File: config.mk
export PLATFORM = sky130hd
export DESIGN_NAME = frame_scrambler
export DESIGN_NICKNAME = d
export VERILOG_FILES = /design/src/rtl/scr_pkg.sv /design/src/rtl/scr_seed_guard.sv /design/src/rtl/scr_unroll.sv /design/src/rtl/scr_state_reg.sv /design/src/rtl/frame_scrambler.sv
export SDC_FILE = /design/constraint.sdc
export NUM_CORES = 1
export LEC_CHECK = 0
export CORE_UTILIZATION = 38
export CTS_BUF_LIST = sky130_fd_sc_hd__clkbuf_16
export DETAILED_ROUTE_END_ITERATION = 8
export PLACE_DENSITY = 0.81
export SYNTH_ARGS = -nofsm -noshare
export SYNTH_HDL_FRONTEND = slang
export SYNTH_SLANG_ARGS = --single-unit
File: constraint.sdc
create_clock -name clk -period 1.8 [get_ports clk]
set_clock_uncertainty 0.1 [all_clocks]
set_input_delay 0.36 -clock clk [delete_from_list [all_inputs] [get_ports clk]]
set_output_delay 0.36 -clock clk [all_outputs]
set_load 0.01 [all_outputs]
File: src/rtl/scr_pkg.sv
// Package: shared defaults and the generator state type for the frame
// scrambler. Assumes the state fits in a few bits and taps lie within it.
package scr_pkg;
    parameter int unsigned DEF_LFSR_W  = 7;
    parameter int unsigned DEF_TAP_HI  = 7;
    parameter int unsigned DEF_TAP_LO  = 4;
    parameter int unsigned DEF_FRAME_W = 24;

    typedef logic [DEF_LFSR_W-1:0] lfsr_state_t;
endpackage

File: src/rtl/scr_seed_guard.sv
// Module: scr_seed_guard
// Cleans a seed before it reaches the generator. An all-zero seed would lock
// the feedback register at zero forever, so it is replaced by all ones.
// Assumes: purely combinational, with no state of its own.
module scr_seed_guard #(
    parameter int unsigned LFSR_W = scr_pkg::DEF_LFSR_W
) (
    input  logic [LFSR_W-1:0] raw_seed,
    output logic [LFSR_W-1:0] safe_seed
);
    // Purpose: substitute all ones when the raw seed is zero.
    always_comb begin
        if (raw_seed == '0) begin
            safe_seed = '1;
        end else begin
            safe_seed = raw_seed;
        end
    end
endmodule

File: src/rtl/scr_unroll.sv
// Module: scr_unroll
// Unrolled feedback register. From the current state it produces FRAME_W
// consecutive sequence bits (bit 0 first in time) and the state reached
// after that many steps. Each step XORs taps TAP_HI and TAP_LO (1-based)
// and shifts the result into the lowest state bit.
// Assumes: TAP_HI equals LFSR_W, TAP_LO is below TAP_HI, and the logic
// depth of FRAME_W chained XORs fits the clock period.
module scr_unroll #(
    parameter int unsigned LFSR_W  = scr_pkg::DEF_LFSR_W,
    parameter int unsigned TAP_HI  = scr_pkg::DEF_TAP_HI,
    parameter int unsigned TAP_LO  = scr_pkg::DEF_TAP_LO,
    parameter int unsigned FRAME_W = scr_pkg::DEF_FRAME_W
) (
    input  logic [LFSR_W-1:0]  cur_state,
    output logic [FRAME_W-1:0] seq_bits,
    output logic [LFSR_W-1:0]  adv_state
);
    localparam int unsigned HI_IDX = TAP_HI - 1;
    localparam int unsigned LO_IDX = TAP_LO - 1;

    // Stage k holds the state after k serial steps.
    logic [LFSR_W-1:0] stage [FRAME_W+1];

    assign stage[0] = cur_state;

    genvar k;
    generate
        for (k = 0; k < FRAME_W; k++) begin : g_step
            // Purpose: one serial step, making one sequence bit and the next state.
            assign seq_bits[k]  = stage[k][HI_IDX] ^ stage[k][LO_IDX];
            assign stage[k+1]   = {stage[k][LFSR_W-2:0], seq_bits[k]};
        end
    endgenerate

    assign adv_state = stage[FRAME_W];
endmodule

File: src/rtl/scr_state_reg.sv
// Module: scr_state_reg
// Holds the generator state. It resets to all ones, loads a cleaned seed
// on request, moves to the advanced state when a frame is accepted, and
// holds otherwise. A seed load takes priority over frame acceptance.
// Assumes: synchronous active-low reset.
module scr_state_reg #(
    parameter int unsigned LFSR_W = scr_pkg::DEF_LFSR_W
) (
    input  logic              clk,
    input  logic              rst_n,
    input  logic              load_en,
    input  logic [LFSR_W-1:0] load_val,
    input  logic              adv_en,
    input  logic [LFSR_W-1:0] adv_val,
    output logic [LFSR_W-1:0] state_q
);
    // Purpose: choose between reset, seed load, advance and hold.
    always_ff @(posedge clk) begin
        if (!rst_n) begin
            state_q <= '1;
        end else if (load_en) begin
            state_q <= load_val;
        end else if (adv_en) begin
            state_q <= adv_val;
        end
    end
endmodule

File: src/rtl/frame_scrambler.sv
// Module: frame_scrambler (top)
// Scrambles one FRAME_W-bit frame per clock with an x^7+x^4+1 sequence.
// The frame passes straight through, combinationally, with the unrolled
// sequence XORed in. The state register jumps FRAME_W steps per accepted
// frame. A seed-load cycle stalls the handshake for that one cycle.
// Assumes: the downstream stage registers out_data, and in_data is held
// stable while in_valid is high.
module frame_scrambler #(
    parameter int unsigned LFSR_W  = scr_pkg::DEF_LFSR_W,
    parameter int unsigned TAP_HI  = scr_pkg::DEF_TAP_HI,
    parameter int unsigned TAP_LO  = scr_pkg::DEF_TAP_LO,
    parameter int unsigned FRAME_W = scr_pkg::DEF_FRAME_W
) (
    input  logic               clk,
    input  logic               rst_n,
    input  logic               seed_load,
    input  logic [LFSR_W-1:0]  seed_in,
    input  logic               in_valid,
    output logic               in_ready,
    input  logic [FRAME_W-1:0] in_data,
    output logic               out_valid,
    input  logic               out_ready,
    output logic [FRAME_W-1:0] out_data
);
    logic [LFSR_W-1:0]  state_q;
    logic [LFSR_W-1:0]  state_adv;
    logic [LFSR_W-1:0]  seed_clean;
    logic [FRAME_W-1:0] seq_bits;
    logic               frame_take;

    // Purpose: handshake; a seed-load cycle blocks both directions.
    always_comb begin
        in_ready   = out_ready & ~seed_load;
        out_valid  = in_valid & ~seed_load;
        frame_take = in_valid & in_ready;
    end

    // Purpose: scramble the frame with this cycle's sequence bits.
    always_comb begin
        out_data = in_data ^ seq_bits;
    end

    scr_seed_guard #(
        .LFSR_W (LFSR_W)
    ) u_guard (
        .raw_seed  (seed_in),
        .safe_seed (seed_clean)
    );

    scr_unroll #(
        .LFSR_W  (LFSR_W),
        .TAP_HI  (TAP_HI),
        .TAP_LO  (TAP_LO),
        .FRAME_W (FRAME_W)
    ) u_unroll (
        .cur_state (state_q),
        .seq_bits  (seq_bits),
        .adv_state (state_adv)
    );

    scr_state_reg #(
        .LFSR_W (LFSR_W)
    ) u_state (
        .clk      (clk),
        .rst_n    (rst_n),
        .load_en  (seed_load),
        .load_val (seed_clean),
        .adv_en   (frame_take),
        .adv_val  (state_adv),
        .state_q  (state_q)
    );
endmodule

==> results of run 1 <==
Yosys cell counts (all sizes together) (2+ instances only):
library cell / instances / area share [%]
xnor2: 50 / 44
a21oi: 4 / 1.9
nor3: 5 / 2.4
or3: 2 / 1.2
o21a: 3 / 2.1
buf: 7 / 6.8
o21ai: 3 / 1.4
xnor3: 3 / 6.5
nand2: 4 / 1.4
xor2: 10 / 8.3
nor2: 5 / 1.8
nand4: 2 / 1.2
nor2b: 4 / 2.4
nor3b: 2 / 1.4
dfxtp: 7 / 13
kinds of logic after synthesis:
logic type,after synthesis,synth area share (%)
XOR/XNOR,63,58.56
AND/OR/NAND/NOR,25,12.40
AO/OA/AOI/OAI,14,8.619
buffers and inverters,8,7.201
flip-flops,7,13.22
through the flow:
stage | area [µm²] | setup slack, ns | utilization [%]
after floorplan | 1060 | 0.003530 | -
after global placement | 1909 | -0.3672 | 75.02
after detailed placement | 1909 | -0.4505 | 75.02
after CTS | 2421 | -0.1984 | 95.13
what timing repair did:
| action | CTS |
|---|---|
| endpoints found under the setup margin | 31 |
| hold buffers | 0 |
| buffers inserted | 14 |
| resized for setup | 167 |
| pin swaps | 30 |
| hold endpoints to repair | 0 |
==> results.yml, run 1 <==
status:
  outcome: "stopped before the end"
  failed_stage: "global routing (5_1_grt)"
  error_line: "[ERROR DPL-0038] Utilization greater than 100%, impossible to legalize"
synth:
  synth_nets: 153
  netlist_area_um2: 1060
  ys_warn_count: 0
  synth.distinct_cells: 27
  ys_seq_area_share_pct: 13.22
  synth-seq-cells: 7
  synthArstFlopShare_pct: 0
  syn_avg_cell_area_um2: 9.058
  synth_edf_count: 0
  netlist_instances: 117
  synthFlopType: "dfxtp_1"
cts:
  clockRootBuffer: "clkbuf_16"
  clockBufferDepth: 2
  cts.sinks: 7
  numCtsBuffers: 3
  cts_max_level: 1
floorplan:
  die_x_um: 54.81
  initial_core_util_pct: 41.64
  rows: 18
  die_h_um: 54.81
  io_pins: 62
timing:
  worstEndpointType: "primary output"
  postGrtWorstEndpoint: "out_data[12]"
placement:
  hpwl_um: 2730
  portBuffers: 61
  dp.cells: 237
  place_congestion: 0.8172
global_route:
  grt_max_degree: 9
==> run 2: changes to the inputs <==
Settings changed: CORE_AREA from default to 2 2 63 65, CORE_UTILIZATION 38 to default, CTS_BUF_LIST sky130_fd_sc_hd__clkbuf_16 to default, DIE_AREA from default to 0 0 65 67, PLACE_DENSITY 0.81 to default, PLACE_DENSITY_LB_ADDON from default to 0.15.
==> run 2 against run 1 <==
The flow now finishes, with violations (setup timing); synthesized cell count is the same; synthesized area is the same.
==> results.yml, run 2 <==
finish:
  final_common_cell: "buf_4"
  area_delta_synth_final_pct: 143.6
  top_regs: "u_state.state_q: 7 flops"
  multi_input_area_um2: 1240
  largest_register_ff_count: 7
  fillers: 264
  diodes: 0
  finalNetCount: 271
  largest_register: "u_state.state_q"
  seqCellArea_um2: 166.4
  most-common-layout-cells: "buf_4, clkdlybuf4s50_1, xnor2_1"
  drive_gt1_share_pct: 56.84
power:
  switchingPower_mw: 0.6474
  p_comb_share_pct: 76.0
  ir_drop_mv: 0.4297
  cellInternalPower_mw: 1.125
  p_clk_share_pct: 12.8
  p_leak_nw: 1.134
  power_mw: 1.772
  share_seq_of_total_power_pct: 11.1
  swShare_pct: 36.53
  power_density_nw_per_um2: 686.5
floorplan:
  initial_core_util_pct: 29.39
  io_pins: 62
  die_x_um: 65
  die_h_um: 67
  dieArea_um2: 4355
  rows: 22
  core_area_um2: 3606
synth:
  synth_edf_count: 0
  synth_nets: 153
  synthXorXnorAreaFrac_pct: 58.56
  ys_warn_count: 0
  synth_mux_area_share_pct: 0
  synthTopCellsByArea: "xnor2_1, dfxtp_1, xor2_1"
  syn_avg_cell_area_um2: 9.058
  netlist_instances: 117
  synthArstFlopShare_pct: 0
  yosysMostFrequentCell: "xnor2_1"
  synth_fa_ha_area_share_pct: 0
  synthSimpleGateAreaFrac_pct: 12.40
  synth-compound-area-share_pct: 8.619
  synth_common_cells: "xnor2_1, xor2_1, dfxtp_1"
  synthFlopType: "dfxtp_1"
  netlist_area_um2: 1060
  synth.distinct_cells: 27
  ys_seq_area_share_pct: 13.22
  synth_top_family_by_area: "XOR/XNOR gates"
  synth_largest_area_cell: "xnor2_1"
  synth-seq-cells: 7
  synth_top_area_share_pct: 39.67
drt:
  drt-wirelength-per-cell_um: 14.26
  drc: 0
  drt.antenna.violating_nets: 0
  num_vias: 1253
  vias_per_cell: 4.443
  wl_um: 4022
  drt_iter0_drc: 12
  drt-pass1-iter-count: 3
global_route:
  grt_max_degree: 9
  antenna_found_initial: 0
  grt_use_total_pct: 18.57
  overflow: 0
  grt_pass1_vias: 1297
  grt_pass1_wl_um: 6175
timing:
  tns_ns: -1.271
  worstMarginPinSlew_ns: 0.3556
  finalCritPeriodShare_pct: 109.1
  grt_setup_unrepaired: "true"
  finalHoldViolations: 0
  drv_slew: 0
  fin_crit_ns: 1.963
  setup_viol: 16
  setup_slack_ns: -0.1634
  maxSlewHeadroom_pct: 76.19
  fmax_ghz: 0.5093
cts:
  cts_max_level: 1
  numCtsBuffers: 3
  clockBufferDepth: 2
  clockRootBuffer: "clkbuf_8"
  clk_latency_ns: 0.23
  cts.sinks: 7
  cts_tree: "done"
  ctsHoldBuffers: 0
  path_clk_slew_ns: 0.04
setup_path:
  cp-end-kind: "output port"
  cp.required_ns: 1.34
  start_kind: "flip-flop"
  worst_r2r_path_depth: 6
  critical_path_class: "flip-flop to output port"
  cp.arrival_ns: 1.50
  crit_fanout: 2
placement:
  portBuffers: 61
  place_congestion: 0.8304
  hpwl_um: 2603
flow_run:
  maxCapViolations: 0
hold_path:
  hold_depth: 3
  worstHoldPathType: "input port to flip-flop"
status:
  violations: "setup timing"
  outcome: "finished with violations"
==> run 2: power groups by stage <==
stage	registers, mW	clock network (mW)	logic, mW
floorplan	0.176	0	0.557
global placement	0.190	0	1.15
finish	0.197	0.227	1.35
global route	0.200	0.242	1.43
detailed placement	0.191	0	1.15
CTS	0.194	0.221	1.24
==> run 2: per-layer routing <==
metal / global-route usage [%] / part of all wire (%) / vias to the layer above
li1: - / - / 611
met1: 20.86 / 38 / 594
met2: 35.57 / 56 / 43
met3: 3.041 / 5.4 / 5
met4: 5.585 / 1.0 / 0
met5: 0 / 0 / -
==> run 2: final timing paths <==
check | slack (ns) | endpoint | from
worst min register to register | 0.62 | u_state.state_q[6] | u_state.state_q[6]
worst min-delay path | 0.35 | u_state.state_q[0] | seed_in[0]
worst max register to register | 0.01 | u_state.state_q[3] | u_state.state_q[0]
worst max-delay path | -0.16 | out_data[12] | u_state.state_q[2]
==> run 2: kinds of logic after synthesis <==
| group | Yosys count |
|---|---|
| buf+inv | 8 |
| compound gates | 14 |
| xor+xnor | 63 |
| flops | 7 |
| simple gates | 25 |
==> run 2: through the flow <==
stage          setup slack [ns]  cell area, µm²  instances  util [%]  hold WS, ns
3_5_place_dp            -0.3680            1969        260     54.61       0.6886
2_1_floorplan          0.003530            1060        117         -       0.3362
3_3_place_gp            -0.3559            1969        260     54.61       0.6933
5_1_grt                 -0.2287            2581        282     71.58       0.4079
4_1_cts                 -0.2013            2382        279     66.07       0.6090
6_report                -0.1634            2581        282     71.58       0.3547
==> run 2: critical path, cell delays in order (launching register included) <==
cell     delay [ns]
dfxtp_4        0.34
buf_4          0.14
xor2_4         0.16
buf_4          0.15
xor2_2         0.17
xnor2_1        0.15
buf_2          0.16
==> run 2: timing repair <==
item,4_1_cts,5_1_grt
endpoints found under the setup margin,27,29
buffers inserted,15,3
resized for setup,155,35
pin swaps,29,19
==> run 2: final cells by class <==
type,count,share of cell area [%]
multi-input cells,102,48.04
repair buffers,121,41.44
flip-flops and latches,7,6.447
well taps,48,2.327
clock buffers,4,1.745
Power figures use the tool's default switching activity.
